### config.mk
export PLATFORM = sky130hd
export DESIGN_NAME = usb_addr_unit
export DESIGN_NICKNAME = d
export VERILOG_FILES = /design/src/rtl/usb_addr_pkg.sv /design/src/rtl/usb_addr_cmd_dec.sv /design/src/rtl/usb_addr_regs.sv /design/src/rtl/usb_addr_tok_match.sv /design/src/rtl/usb_addr_unit.sv
export SDC_FILE = /design/constraint.sdc
export NUM_CORES = 1
export LEC_CHECK = 0
export CAP_MARGIN = 10
export CORE_UTILIZATION = 55
export CTS_BUF_LIST = sky130_fd_sc_hd__clkbuf_2 sky130_fd_sc_hd__clkbuf_4 sky130_fd_sc_hd__clkbuf_8
export DETAILED_ROUTE_END_ITERATION = 10
export DONT_BUFFER_PORTS = 1
export PLACE_DENSITY = 0.7
export SYNTH_ARGS = -nofsm -noshare
export SYNTH_HDL_FRONTEND = slang
export SYNTH_SLANG_ARGS = --single-unit
### constraint.sdc
create_clock -name clk -period 1.02 [get_ports clk]
set_input_delay 0.102 -clock clk [delete_from_list [all_inputs] [get_ports clk]]
set_output_delay 0.102 -clock clk [all_outputs]
set_load 0.005 [all_outputs]
### src/rtl/usb_addr_pkg.sv
package usb_addr_pkg;
  localparam int ADDR_W = 7;
  localparam int REG_W  = ADDR_W + 1;

  typedef enum logic [1:0] {
    ACC_NONE  = 2'd0,
    ACC_WRITE = 2'd1,
    ACC_READ  = 2'd2
  } acc_e;

  typedef struct packed {
    logic              en;
    logic [ADDR_W-1:0] addr;
  } dev_reg_t;

  localparam dev_reg_t BUS_RESET_VAL = '{en: 1'b1, addr: '0};
endpackage

### src/rtl/usb_addr_cmd_dec.sv
module usb_addr_cmd_dec
  import usb_addr_pkg::*;
#(
  parameter int             CMD_W  = 8,
  parameter logic [CMD_W-1:0] CMD_WR = 8'hB6,
  parameter logic [CMD_W-1:0] CMD_RD = 8'hB7
) (
  input  logic             clk,
  input  logic             rst_n,
  input  logic             bus_reset,
  input  logic             cmd_valid,
  input  logic [CMD_W-1:0] cmd_code,
  input  logic             wr_valid,
  input  logic             rd_req,
  output logic             wr_fire,
  output logic             rd_fire
);
  acc_e acc_q, acc_d;

  always_comb begin
    acc_d = acc_q;
    if (wr_valid || rd_req) acc_d = ACC_NONE;
    if (cmd_valid) begin
      if (cmd_code == CMD_WR)      acc_d = ACC_WRITE;
      else if (cmd_code == CMD_RD) acc_d = ACC_READ;
      else                         acc_d = ACC_NONE;
    end
    if (bus_reset) acc_d = ACC_NONE;
  end

  always_ff @(posedge clk or negedge rst_n) begin
    if (!rst_n) acc_q <= ACC_NONE;
    else        acc_q <= acc_d;
  end

  assign wr_fire = wr_valid && !bus_reset && (acc_q == ACC_WRITE);
  assign rd_fire = rd_req   && !bus_reset && (acc_q == ACC_READ);


  single_write_chk: assert property (@(posedge clk) disable iff (!rst_n)
    (wr_fire && !cmd_valid) |=> !wr_fire);

  single_read_chk: assert property (@(posedge clk) disable iff (!rst_n)
    (rd_fire && !cmd_valid) |=> !rd_fire);

  reset_cancels_cmd_chk: assert property (@(posedge clk) disable iff (!rst_n)
    (bus_reset && !cmd_valid) |=> !(wr_fire || rd_fire));
endmodule

### src/rtl/usb_addr_regs.sv
module usb_addr_regs
  import usb_addr_pkg::*;
(
  input  logic             clk,
  input  logic             rst_n,
  input  logic             bus_reset,
  input  logic             wr_fire,
  input  logic [REG_W-1:0] wr_byte,
  input  logic             rd_fire,
  input  logic             status_ack,
  output dev_reg_t         act,
  output logic             rd_valid,
  output logic [REG_W-1:0] rd_byte
);
  logic [REG_W-1:0] shadow_q, shadow_d;
  logic             pend_q, pend_d;
  dev_reg_t         act_q, act_d;
  logic             rdv_q, rdv_d;
  logic [REG_W-1:0] rdb_q, rdb_d;

  always_comb begin
    shadow_d = shadow_q;
    pend_d   = pend_q;
    act_d    = act_q;
    rdv_d    = rd_fire;
    rdb_d    = rd_fire ? shadow_q : '0;
    if (status_ack && pend_q) begin
      act_d  = dev_reg_t'(shadow_q);
      pend_d = 1'b0;
    end
    if (wr_fire) begin
      shadow_d = wr_byte;
      pend_d   = 1'b1;
    end
    if (bus_reset) begin
      act_d    = BUS_RESET_VAL;
      shadow_d = REG_W'(BUS_RESET_VAL);
      pend_d   = 1'b0;
      rdv_d    = 1'b0;
      rdb_d    = '0;
    end
  end

  always_ff @(posedge clk or negedge rst_n) begin
    if (!rst_n) begin
      shadow_q <= '0;
      pend_q   <= 1'b0;
      act_q    <= '0;
      rdv_q    <= 1'b0;
      rdb_q    <= '0;
    end else begin
      shadow_q <= shadow_d;
      pend_q   <= pend_d;
      act_q    <= act_d;
      rdv_q    <= rdv_d;
      rdb_q    <= rdb_d;
    end
  end

  assign act      = act_q;
  assign rd_valid = rdv_q;
  assign rd_byte  = rdb_q;


  act_hold_chk: assert property (@(posedge clk) disable iff (!rst_n)
    (!status_ack && !bus_reset) |=> $stable(act_q));

  bus_reset_val_chk: assert property (@(posedge clk) disable iff (!rst_n)
    bus_reset |=> (act_q.en && act_q.addr == '0 && !pend_q));

  read_pulse_chk: assert property (@(posedge clk) disable iff (!rst_n)
    !rd_fire |=> (!rdv_q && rdb_q == '0));

  write_capture_chk: assert property (@(posedge clk) disable iff (!rst_n)
    (wr_fire && !bus_reset) |=> (pend_q && shadow_q == $past(wr_byte)));
endmodule

### src/rtl/usb_addr_tok_match.sv
module usb_addr_tok_match
  import usb_addr_pkg::*;
(
  input  logic              tok_valid,
  input  logic [ADDR_W-1:0] tok_addr,
  input  dev_reg_t          act,
  output logic              match
);
  assign match = tok_valid && act.en && (tok_addr == act.addr);
endmodule

### src/rtl/usb_addr_unit.sv
module usb_addr_unit
  import usb_addr_pkg::*;
#(
  parameter int               DATA_W = 16,
  parameter int               CMD_W  = 8,
  parameter logic [CMD_W-1:0] CMD_WR = 8'hB6,
  parameter logic [CMD_W-1:0] CMD_RD = 8'hB7
) (
  input  logic              clk,
  input  logic              rst_n,
  input  logic              cmd_valid,
  input  logic [CMD_W-1:0]  cmd_code,
  input  logic              wr_valid,
  input  logic [DATA_W-1:0] wr_data,
  input  logic              rd_req,
  output logic              rd_valid,
  output logic [DATA_W-1:0] rd_data,
  input  logic              bus_reset,
  input  logic              status_ack,
  input  logic              tok_valid,
  input  logic [ADDR_W-1:0] tok_addr,
  output logic              addr_match,
  output logic              dev_en,
  output logic [ADDR_W-1:0] dev_addr
);
  localparam int PAD_W = DATA_W - REG_W;

  logic [1:0]       rst_sync_q;
  logic             rst_int_n;
  logic             wr_fire, rd_fire;
  logic [REG_W-1:0] rd_byte;
  dev_reg_t         act;

  always_ff @(posedge clk or negedge rst_n) begin
    if (!rst_n) rst_sync_q <= 2'b00;
    else        rst_sync_q <= {rst_sync_q[0], 1'b1};
  end
  assign rst_int_n = rst_sync_q[1];

  usb_addr_cmd_dec #(
    .CMD_W (CMD_W),
    .CMD_WR(CMD_WR),
    .CMD_RD(CMD_RD)
  ) u_dec (
    .clk      (clk),
    .rst_n    (rst_int_n),
    .bus_reset(bus_reset),
    .cmd_valid(cmd_valid),
    .cmd_code (cmd_code),
    .wr_valid (wr_valid),
    .rd_req   (rd_req),
    .wr_fire  (wr_fire),
    .rd_fire  (rd_fire)
  );

  usb_addr_regs u_regs (
    .clk       (clk),
    .rst_n     (rst_int_n),
    .bus_reset (bus_reset),
    .wr_fire   (wr_fire),
    .wr_byte   (wr_data[REG_W-1:0]),
    .rd_fire   (rd_fire),
    .status_ack(status_ack),
    .act       (act),
    .rd_valid  (rd_valid),
    .rd_byte   (rd_byte)
  );

  usb_addr_tok_match u_match (
    .tok_valid(tok_valid),
    .tok_addr (tok_addr),
    .act      (act),
    .match    (addr_match)
  );

  assign rd_data  = {{PAD_W{1'b0}}, rd_byte};
  assign dev_en   = act.en;
  assign dev_addr = act.addr;


  match_needs_en_chk: assert property (@(posedge clk) disable iff (!rst_int_n)
    addr_match |-> (dev_en && tok_valid && tok_addr == dev_addr));

  upper_zero_chk: assert property (@(posedge clk) disable iff (!rst_int_n)
    rd_data[DATA_W-1:REG_W] == '0);

  read_follows_req_chk: assert property (@(posedge clk) disable iff (!rst_int_n)
    rd_valid |-> $past(rd_req));
endmodule

==> qor.yml, run 1 <==
outcome:
  status: "complete, but fails checks"
  violations: "setup timing"
yosys:
  synth.area.top_cells: "dfrtp_1 (56%), buf_4 (5.0%), nand2_1 (4.2%)"
  synthCells: 123
  yosysTopAreaCellShare: 0.558
  netlist_top_cells_count: "dfrtp_1 (30), nand2_1 (15), buf_4 (9)"
  synth_most_common_cell: "dfrtp_1"
  ys.flop_type: "dfrtp_1"
  yosys.area.top_type: "dfrtp_1"
  ys_ff_latch: 30
  ys_types: 29
  synth.avg_cell_area_um2: 10.9
  netlist_area_mm2: 0.00135
  ys_seq_area_frac: 0.558
  yosys_warnings: 0
  synth-edff-count: 0
  async_flop_share: 1.00
global_route:
  antenna_found_initial: 0
  grt_pass1_wl_mm: 4.29
  grt-ovfl-total: 0
  grt_max_degree: 29
  grt_use_total: 0.234
  first_global_vias: 932
placed_design:
  portBuffers: 0
  routabilityCongestion: 0.800
  place_ws_ns: -0.0188
  dpl.cell_count: 154
  dp_hpwl_mm: 1.73
floorplanning:
  core-area_mm2: 0.00225
  die_area_mm2: 0.00265
  die_w_um: 51.5
  die_h_um: 51.5
  initial_utilization: 0.597
  fp-row-count: 17
  io_pins: 65
timing:
  tightest_slew_ns: 0.541
  slew_violations: 0
  setup_tns_ns: -1.15
  finalHoldViolCount: 0
  finalSetupViolCount: 17
  fin_skew_ns: 0.00496
  grt_setup_unrepaired: "true"
  fin_ws_ns: -0.375
  post-route-period-util: 1.37
  period_needed_ns: 1.39
  max-slew-margin-rel: 0.639
  max_freq_mhz: 717
finish:
  nets: 193
  fill_cells: 160
  area.growth.synth_to_final_pct: 28.1
  stdcell_count: 183
  multiInputGateArea_um2: 608
  drive_above_1_share: 0.303
  seq_area_um2: 753
  n_antenna_cell: 0
route:
  wl_mm: 2.86
  drc: 0
  wl_per_cell_um: 15.6
  via_per_inst: 5.37
  first_pass_iters: 4
  drtIter0Drc: 10
  drtAntennaViolNets: 0
  vias: 983
clock_tree:
  htree_levels: 2
  cts_buffers: 5
  clkSlewWorstSetupHoldPaths_ns: 0.09
  cts_root_buffer: "clkbuf_4"
  cts_tree: "yes"
  worstSkewPairLatency_ns: 0.32
  clockBufferDepth: 2
  cts_sinks: 30
flow_run:
  cap_viol_max_count: 0
critical_path:
  worstPathRequired_ns: 0.92
  start_kind: "register"
  end_kind: "output port"
  crit_fanout: 2
  arrival_ns: 1.29
  crit_type: "reg2out"
hold_path:
  hold_class: "in2reg"
power_and_ir_drop:
  vdd.ir_drop.worst_v: 0.000934
  power.density_mw_per_mm2: 1200
  p_leak_uw: 0.000781
[area by class of cell]
type / instances / area share
clock buffers: 7 / 0.0341
multi-input cells: 88 / 0.353
repair buffers: 28 / 0.151
clock inverters: 1 / 0.00290
flip-flops and latches: 30 / 0.437
well taps: 28 / 0.0203
inverters: 1 / 0.00218
[logic make-up after synthesis]
| kind of cell | synth area share |
|---|---|
| xor+xnor | 0.0455 |
| other cells | 0.00558 |
| buf+inv | 0.0808 |
| compound gates | 0.0753 |
| simple gates | 0.235 |
| flops | 0.558 |
[metrics by stage]
| stage | total power, uW | cell area [um^2] | util | hold WS, ns |
|---|---|---|---|---|
| after global placement | 1280 | 1380 | 0.611 | -0.194 |
| after CTS | 2080 | 1650 | 0.734 | 0.0307 |
| after global routing | 2170 | 1720 | 0.765 | 0.0222 |
| after floorplan | 1310 | 1370 | - | -0.194 |
| after detailed placement | 1280 | 1380 | 0.611 | -0.194 |
| final | 2070 | 1720 | 0.765 | 0.0368 |
[placed cells by master, fill, tap and decap left out, types with 2 or more instances in the layout]
cell,synthesis,final
and2_4,0,7
nand3_1,8,8
nor4_2,1,2
nand2_2,1,7
clkbuf_4,0,6
dlygate4sd3_1,0,15
conb_1,2,9
nand2_1,15,9
buf_4,9,10
a21oi_1,7,7
o21ai_1,0,6
a22o_1,2,2
and4bb_4,1,4
buf_6,2,2
xor2_1,2,2
xnor2_1,5,5
dfrtp_1,30,28
o21ai_2,0,2
dfrtp_2,0,2
nand2b_1,7,7
[metal layers]
layer  up-vias  part of all wire  GRT usage
met5         -                 0          0
met4         0            0.0084     0.0541
met3         4             0.071     0.0982
met2        45              0.52      0.377
met1       473              0.40      0.294
li1        461                 -          -
[critical path, cell delays in order, from the launching register on]
cell and delay [ns]:
dfrtp_1 0.40, xnor2_1 0.14, nand3_1 0.12, nor4_2 0.31
[flip-flops by register name (all words and copies together) (netlist names)]
name and count:
rst_sync_q 2, u_dec.acc_q 2, u_regs.act 8, u_regs.pend_q 1, u_regs.rd_byte 8, u_regs.rd_valid 1
u_regs.shadow_q 8
[power by group]
part / leakage (uW) / internal (uW) / switching [uW]
logic: 0.000341 / 67.6 / 60.9
clock network: 0.0000387 / 360 / 385
registers: 0.000401 / 1190 / 1.49
[path summary, 6_finish.rpt]
check / end / slack [ns] / cells past startpoint / from
worst min-delay path: u_regs.act[7] / 0.04 / 2 / status_ack
max in group asynchronous: rst_sync_q[1] / 0.36 / 2 / rst_n
worst min register to register: u_regs.rd_valid / 0.25 / 1 / rst_sync_q[1]
worst max-delay path: addr_match / -0.37 / 3 / u_regs.act[1]
worst max register to register: u_regs.shadow_q[4] / -0.08 / 3 / u_dec.acc_q[1]
min in group asynchronous: u_regs.rd_valid / 0.25 / 1 / rst_sync_q[1]
[repair_timing]
action                                  CTS  global route
endpoints found under the setup margin   18            19
gates cloned                              3             0
buffers inserted                          0             2
hold endpoints to repair                 20             0
hold buffers                             16             0
pin swaps                                 9            17
resized for setup                        12            20
Note: power is estimated with default switching activity, not from simulation.
==> run 2, diff against run 1 <==
==> constraint.sdc (replaced) <==
create_clock -name clk -period 1.3 [get_ports clk]
set_input_delay 0.065 -clock clk [delete_from_list [all_inputs] [get_ports clk]]
set_output_delay 0.065 -clock clk [all_outputs]
set_load 0.005 [all_outputs]
==> run 2 against run 1 <==
  * Wire length decreased by 13%
  * Sequential cell count unchanged
  * The run still ends with setup timing left
  * Largest cell class unchanged
  * Clock skew grew 0.0026 ns
  * Total power is 22% lower
  * Via count fell by 7.6%
  * Non-clock buffer count shrank 11
  * Register-to-register slack improved by 0.28 ns
  * Clock-buffer cell count did not move
==> qor.yml, run 2 (synthesis gave the netlist of run 1 again) <==
outcome:
  status: "complete, but fails checks"
  violations: "setup timing"
timing:
  post-route-period-util: 1.05
  fin_ws_ns: -0.0690  # +0.306 ns
  slew_violations: 0  # unchanged
  period_needed_ns: 1.37
  grt_setup_unrepaired: "true"
  finalSetupViolCount: 1  # -16
  hold_ws_ns: 0.0124  # -0.0244 ns
  finalHoldViolCount: 0  # unchanged
  max_freq_mhz: 730
  tightest_slew_ns: 0.575  # +0.0334 ns
  fin_skew_ns: 0.00758  # +0.00262 ns
  setup_tns_ns: -0.0690  # +1.08 ns
  max-slew-margin-rel: 0.616  # -0.0235
flow_run:
  cap_viol_max_count: 0  # unchanged
clock_tree:
  clockBufferDepth: 2  # unchanged
  cts_buffers: 5  # unchanged
  cts_tree: "yes"
  clkSlewWorstSetupHoldPaths_ns: 0.09  # about the same
  htree_levels: 2  # unchanged
  worstSkewPairLatency_ns: 0.31  # about the same
  cts_sinks: 30  # unchanged
  cts_root_buffer: "clkbuf_4"
finish:
  nets: 179  # -7.3%
  area.growth.synth_to_final_pct: 14.4
  drive_above_1_share: 0.113  # -0.190
  stdcell_area_mm2: 0.00154  # -11%
  stdcell_count: 169  # -7.7%
  n_antenna_cell: 0  # unchanged
  final_cell_mix: "dfrtp_1 (30), dlygate4sd3_1 (16), nand2_1 (15)"
  layout_commonest_cell: "dfrtp_1"
critical_path:
  start_kind: "register"
  crit_type: "reg2out"
  crit_fanout: 3  # +1
  arrival_ns: 1.30  # about the same
  end_kind: "output port"
  worstPathRequired_ns: 1.24  # +0.32 ns
floorplanning:
  die_h_um: 51.5  # unchanged
  core-area_mm2: 0.00225  # unchanged
  io_pins: 65  # unchanged
  fp-row-count: 17  # unchanged
  die_area_mm2: 0.00265  # unchanged
  initial_utilization: 0.597  # unchanged
  die_w_um: 51.5  # unchanged
power_and_ir_drop:
  pwr-share-comb: 0.061  # about the same
  clkPwrFrac: 0.357  # -0.004
  vdd.ir_drop.worst_v: 0.000658  # -30%
  power.density_mw_per_mm2: 1040  # -13%
  intPower_uw: 1270  # -22%
  p_leak_uw: 0.000681  # -13%
  p_seq_frac: 0.582  # +0.005
  switching_power_uw: 340  # -24%
  switching_share: 0.211  # -0.00537
route:
  first_pass_iters: 4  # unchanged
  drc: 0  # unchanged
  wl_mm: 2.50  # -13%
  wl_per_cell_um: 14.8  # -5.3%
  via_per_inst: 5.37  # about the same
  vias: 908  # -7.6%
  drtAntennaViolNets: 0  # unchanged
  drtIter0Drc: 14  # +4
placed_design:
  portBuffers: 0  # unchanged
  dp_hpwl_mm: 1.63  # -6.0%
  routabilityCongestion: 0.777  # -2.8%
  placed_area_mm2: 0.00131  # -4.9%
  dpl.cell_count: 145  # -5.8%
  place_ws_ns: 0.196  # +0.215 ns
global_route:
  grt_pass1_wl_mm: 3.93  # -8.5%
  antenna_found_initial: 0  # unchanged
  grt_max_degree: 29  # unchanged
  grt-ovfl-total: 0  # unchanged
  grt_use_total: 0.211  # -0.0232
  first_global_vias: 908  # -2.6%
hold_path:
  hold_class: "in2reg"
==> run 2: changes by cell type in the layout (fill, tap and decap cells not counted) <==
cell	previous run	this run
and2_1	1	8
and2_4	7	0
and4bb_4	4	1
buf_4	10	1
buf_6	2	0
dfrtp_1	28	30
dfrtp_2	2	0
dlygate4sd3_1	15	16
dlymetal6s4s_1	1	0
nand2_1	9	15
nand2_2	7	1
o21ai_0	0	8
o21ai_1	6	0
o21ai_2	2	0
==> run 2: worst max-delay path: stages (launching register included) <==
cell	delay (ns)
dfrtp_1	0.43
xnor2_1	0.20
nand4_1	0.16
nor4_2	0.21
==> run 2: metrics by stage <==
stage | util | total power [uW]
after detailed placement | 0.581 | 1000
after floorplan | - | 1030
after CTS | 0.683 | 1620
after global placement | 0.581 | 1000
after global routing | 0.683 | 1670
final | 0.683 | 1610
==> run 2: path summary, 6_finish.rpt <==
path	startpoint	end	slack (ns)	cells past startpoint
max	u_regs.act[3]	addr_match	-0.07	3
min	bus_reset	u_regs.pend_q	0.01	2
max reg2reg	u_dec.acc_q[1]	u_regs.shadow_q[5]	0.20	2
min reg2reg	rst_sync_q[1]	u_regs.shadow_q[3]	0.24	1
max in group asynchronous	rst_n	rst_sync_q[1]	0.67	2
min in group asynchronous	rst_sync_q[1]	u_regs.shadow_q[3]	0.24	1
==> run 2: repair_timing <==
item / 4_1_cts / 5_1_grt
hold buffers: 16 / 0
buffers inserted: 0 / 0
gates resized for setup: 1 / 0
hold endpoints to repair: 20 / 0
setup endpoints to repair: 1 / 1
==> run 2: layout make-up <==
type	instances	area, um^2
flip-flops and latches	30	751
inverters	1	3.75
clock buffers	7	58.8
multi-input cells	85	519
well taps	28	35.0
fillers	199	714
clock inverters	1	5.00
repair buffers	17	168
==> run 2: power groups by stage <==
stage | sequential (uW) | clock (uW) | combinational, uW
after floorplan | 967 | 0 | 58.1
after global placement | 955 | 0 | 45.0
after detailed placement | 955 | 0 | 47.1
after CTS | 937 | 584 | 97.6
after global routing | 937 | 625 | 109
final | 937 | 574 | 98.6
==> run 2: per-layer routing <==
layer | global-route usage | share of wire
met1 | 0.225 | 0.38
met2 | 0.381 | 0.55
met3 | 0.0685 | 0.058
met4 | 0.0811 | 0.0052
met5 | 0 | 0
==> run 3, diff against run 2 <==
RECOVER_POWER = 25   (was default)
==> run 3 against run 2 <==
  * The flow still finishes with violations (setup timing)
  * Wire length is essentially flat
  * First-iteration DRC count grew 7.1%
  * Register-to-register slack is essentially flat
  * Sequential cell count is the same
  * Sequential share of layout area grew 0.080 points
  * Fmax is the same
  * Critical path depth is the same
  * Total power is essentially flat
  * Cell count is the same
  * Combinational power shrank 1%
  * Via count is the same
  * Critical endpoint unchanged
  * Largest cell class unchanged
  * Highest routed layer unchanged
==> qor.yml, run 3 (synthesis gave the netlist of run 1 again) <==
floorplanning:
  core-area_mm2: 0.00225  # unchanged
  die_w_um: 51.5  # unchanged
  io_pins: 65  # unchanged
  fp-row-count: 17  # unchanged
  die_h_um: 51.5  # unchanged
  initial_utilization: 0.597  # unchanged
  die_area_mm2: 0.00265  # unchanged
route:
  vias: 908  # unchanged
  drtAntennaViolNets: 0  # unchanged
  drtIter0Drc: 15  # +1
  via_per_inst: 5.37  # unchanged
  drc: 0  # unchanged
  wl_per_cell_um: 14.8  # about the same
  first_pass_iters: 4  # unchanged
  wl_mm: 2.50  # about the same
timing:
  slew_violations: 0  # unchanged
  period_needed_ns: 1.37  # unchanged
  setup_tns_ns: -0.0690  # unchanged
  tightest_slew_ns: 0.665  # +0.0905 ns
  max_freq_mhz: 730  # unchanged
  max-slew-margin-rel: 0.557  # -0.0591
  post-route-period-util: 1.05  # unchanged
  finalHoldViolCount: 0  # unchanged
  fin_ws_ns: -0.0690  # unchanged
  grt_setup_unrepaired: "true"
  finalSetupViolCount: 1  # unchanged
  fin_skew_ns: 0.00758  # unchanged
global_route:
  antenna_found_initial: 0  # unchanged
  grt-ovfl-total: 0  # unchanged
  first_global_vias: 908  # unchanged
  grt_max_degree: 29  # unchanged
  grt_pass1_wl_mm: 3.93  # unchanged
  grt_use_total: 0.211  # unchanged
power_and_ir_drop:
  vdd.ir_drop.worst_v: 0.000658  # about the same
  power_uw: 1610  # about the same
  p_leak_uw: 0.000680  # about the same
  power.density_mw_per_mm2: 1050  # +0.10%
finish:
  drive_above_1_share: 0.113  # unchanged
  multiInputGateArea_um2: 519  # unchanged
  final_util: 0.682  # -0.00111
  layout_commonest_cell: "dfrtp_1"
  area.growth.synth_to_final_pct: 14.2
  seq_area_um2: 751  # unchanged
  n_antenna_cell: 0  # unchanged
  fill_cells: 200  # +0.50%
  final_cell_mix: "dfrtp_1 (30), dlygate4sd3_1 (16), nand2_1 (15)"
  stdcell_count: 169  # unchanged
  nets: 179  # unchanged
clock_tree:
  worstSkewPairLatency_ns: 0.31  # about the same
  clockBufferDepth: 2  # unchanged
  htree_levels: 2  # unchanged
  cts_buffers: 5  # unchanged
  clkSlewWorstSetupHoldPaths_ns: 0.09  # about the same
  cts_sinks: 30  # unchanged
  cts_root_buffer: "clkbuf_4"
  postCtsSetupRepairBufs: 0  # unchanged
  cts_tree: "yes"
flow_run:
  cap_viol_max_count: 0  # unchanged
outcome:
  violations: "setup timing"
  status: "complete, but fails checks"
critical_path:
  crit_type: "reg2out"
  crit_chain: "xnor2_1, nand4_1, nor4_2"
  ff2ff_path_depth: 2  # unchanged
  start_kind: "register"
  worstPathRequired_ns: 1.24  # about the same
  end_kind: "output port"
  cp_slowest_cell: "dfrtp_1"
  timing.rr.end: "u_regs.shadow_q[5]"
  path_delay_family: "flip-flops"
  arrival_ns: 1.30  # about the same
  path_buf_inv: 0  # unchanged
  critPathMaxStageDelay_ns: 0.43  # about the same
  crit_fanout: 3  # unchanged
  timing.rr.start: "u_dec.acc_q[1]"
  rrSetupSlack_ns: 0.20  # about the same
hold_path:
  min_to: "u_regs.pend_q"
  hold_class: "in2reg"
  hold_path_depth: 2  # unchanged
  hp-start: "bus_reset"
placed_design:
  dpl.cell_count: 145  # unchanged
  place_ws_ns: 0.196  # unchanged
  portBuffers: 0  # unchanged
  dp_hpwl_mm: 1.63  # unchanged
  routabilityCongestion: 0.777  # unchanged
[run 3: what timing repair did]
item | in CTS | in global routing
endpoints found under the hold margin | 20 | 0
resized for setup | 1 | 0
setup endpoints to repair | 1 | 1
hold buffers | 16 | 0
[run 3: worst reg2reg max path, delay by kind of cell, from the launching register on]
| kind | cells | cell delay (ns) |
|---|---|---|
| and+or+nand+nor | 1 | 0.46 |
| DFF | 1 | 0.41 |
| AOI/OAI and AO/OA | 1 | 0.12 |
[run 3: per-stage QoR]
stage               hold slack [ns]  area (um^2)
finish                       0.0124         1540
global route               0.000590         1540
CTS                         0.00312         1540
detailed placement           -0.231         1310
global placement             -0.231         1310
floorplan                    -0.231         1370
[run 3: how the worst max path moves through the flow]
stage                        start            endpoint  slack, ns  depth (start not counted)
detailed placement   u_regs.act[3]          addr_match       0.20                          3
global placement    u_dec.acc_q[1]  u_regs.shadow_q[7]       0.23                          2
CTS                  u_regs.act[3]          addr_match       -0.1                          3
finish               u_regs.act[3]          addr_match      -0.07                          3
global route         u_regs.act[3]          addr_match      -0.15                          3
floorplan           u_dec.acc_q[1]  u_regs.shadow_q[5]       0.26                          3
[run 3: cell type report]
| class | count | share of cell area |
|---|---|---|
| Clock buffer | 7 | 0.0382 |
| Clock inverter | 1 | 0.00325 |
| Inverter | 1 | 0.00244 |
| Multi-Input combinational cell | 85 | 0.338 |
| Sequential cell | 30 | 0.488 |
| Tap cell | 28 | 0.0228 |
| Timing Repair Buffer | 17 | 0.107 |
[run 3: where the power goes]
group	switching (uW)	internal [uW]
registers	0.918	936
clock network	291	283
logic	47.7	49.9
[run 3: routing by layer]
metal | vias up | share of wire | track usage | routed length (um)
li1 | 426 | - | - | -
met1 | 436 | 0.38 | 0.225 | 956
met2 | 44 | 0.55 | 0.381 | 1390
met3 | 2 | 0.058 | 0.0685 | 146
met4 | 0 | 0.0052 | 0.0811 | 13
met5 | - | 0 | 0 | 0
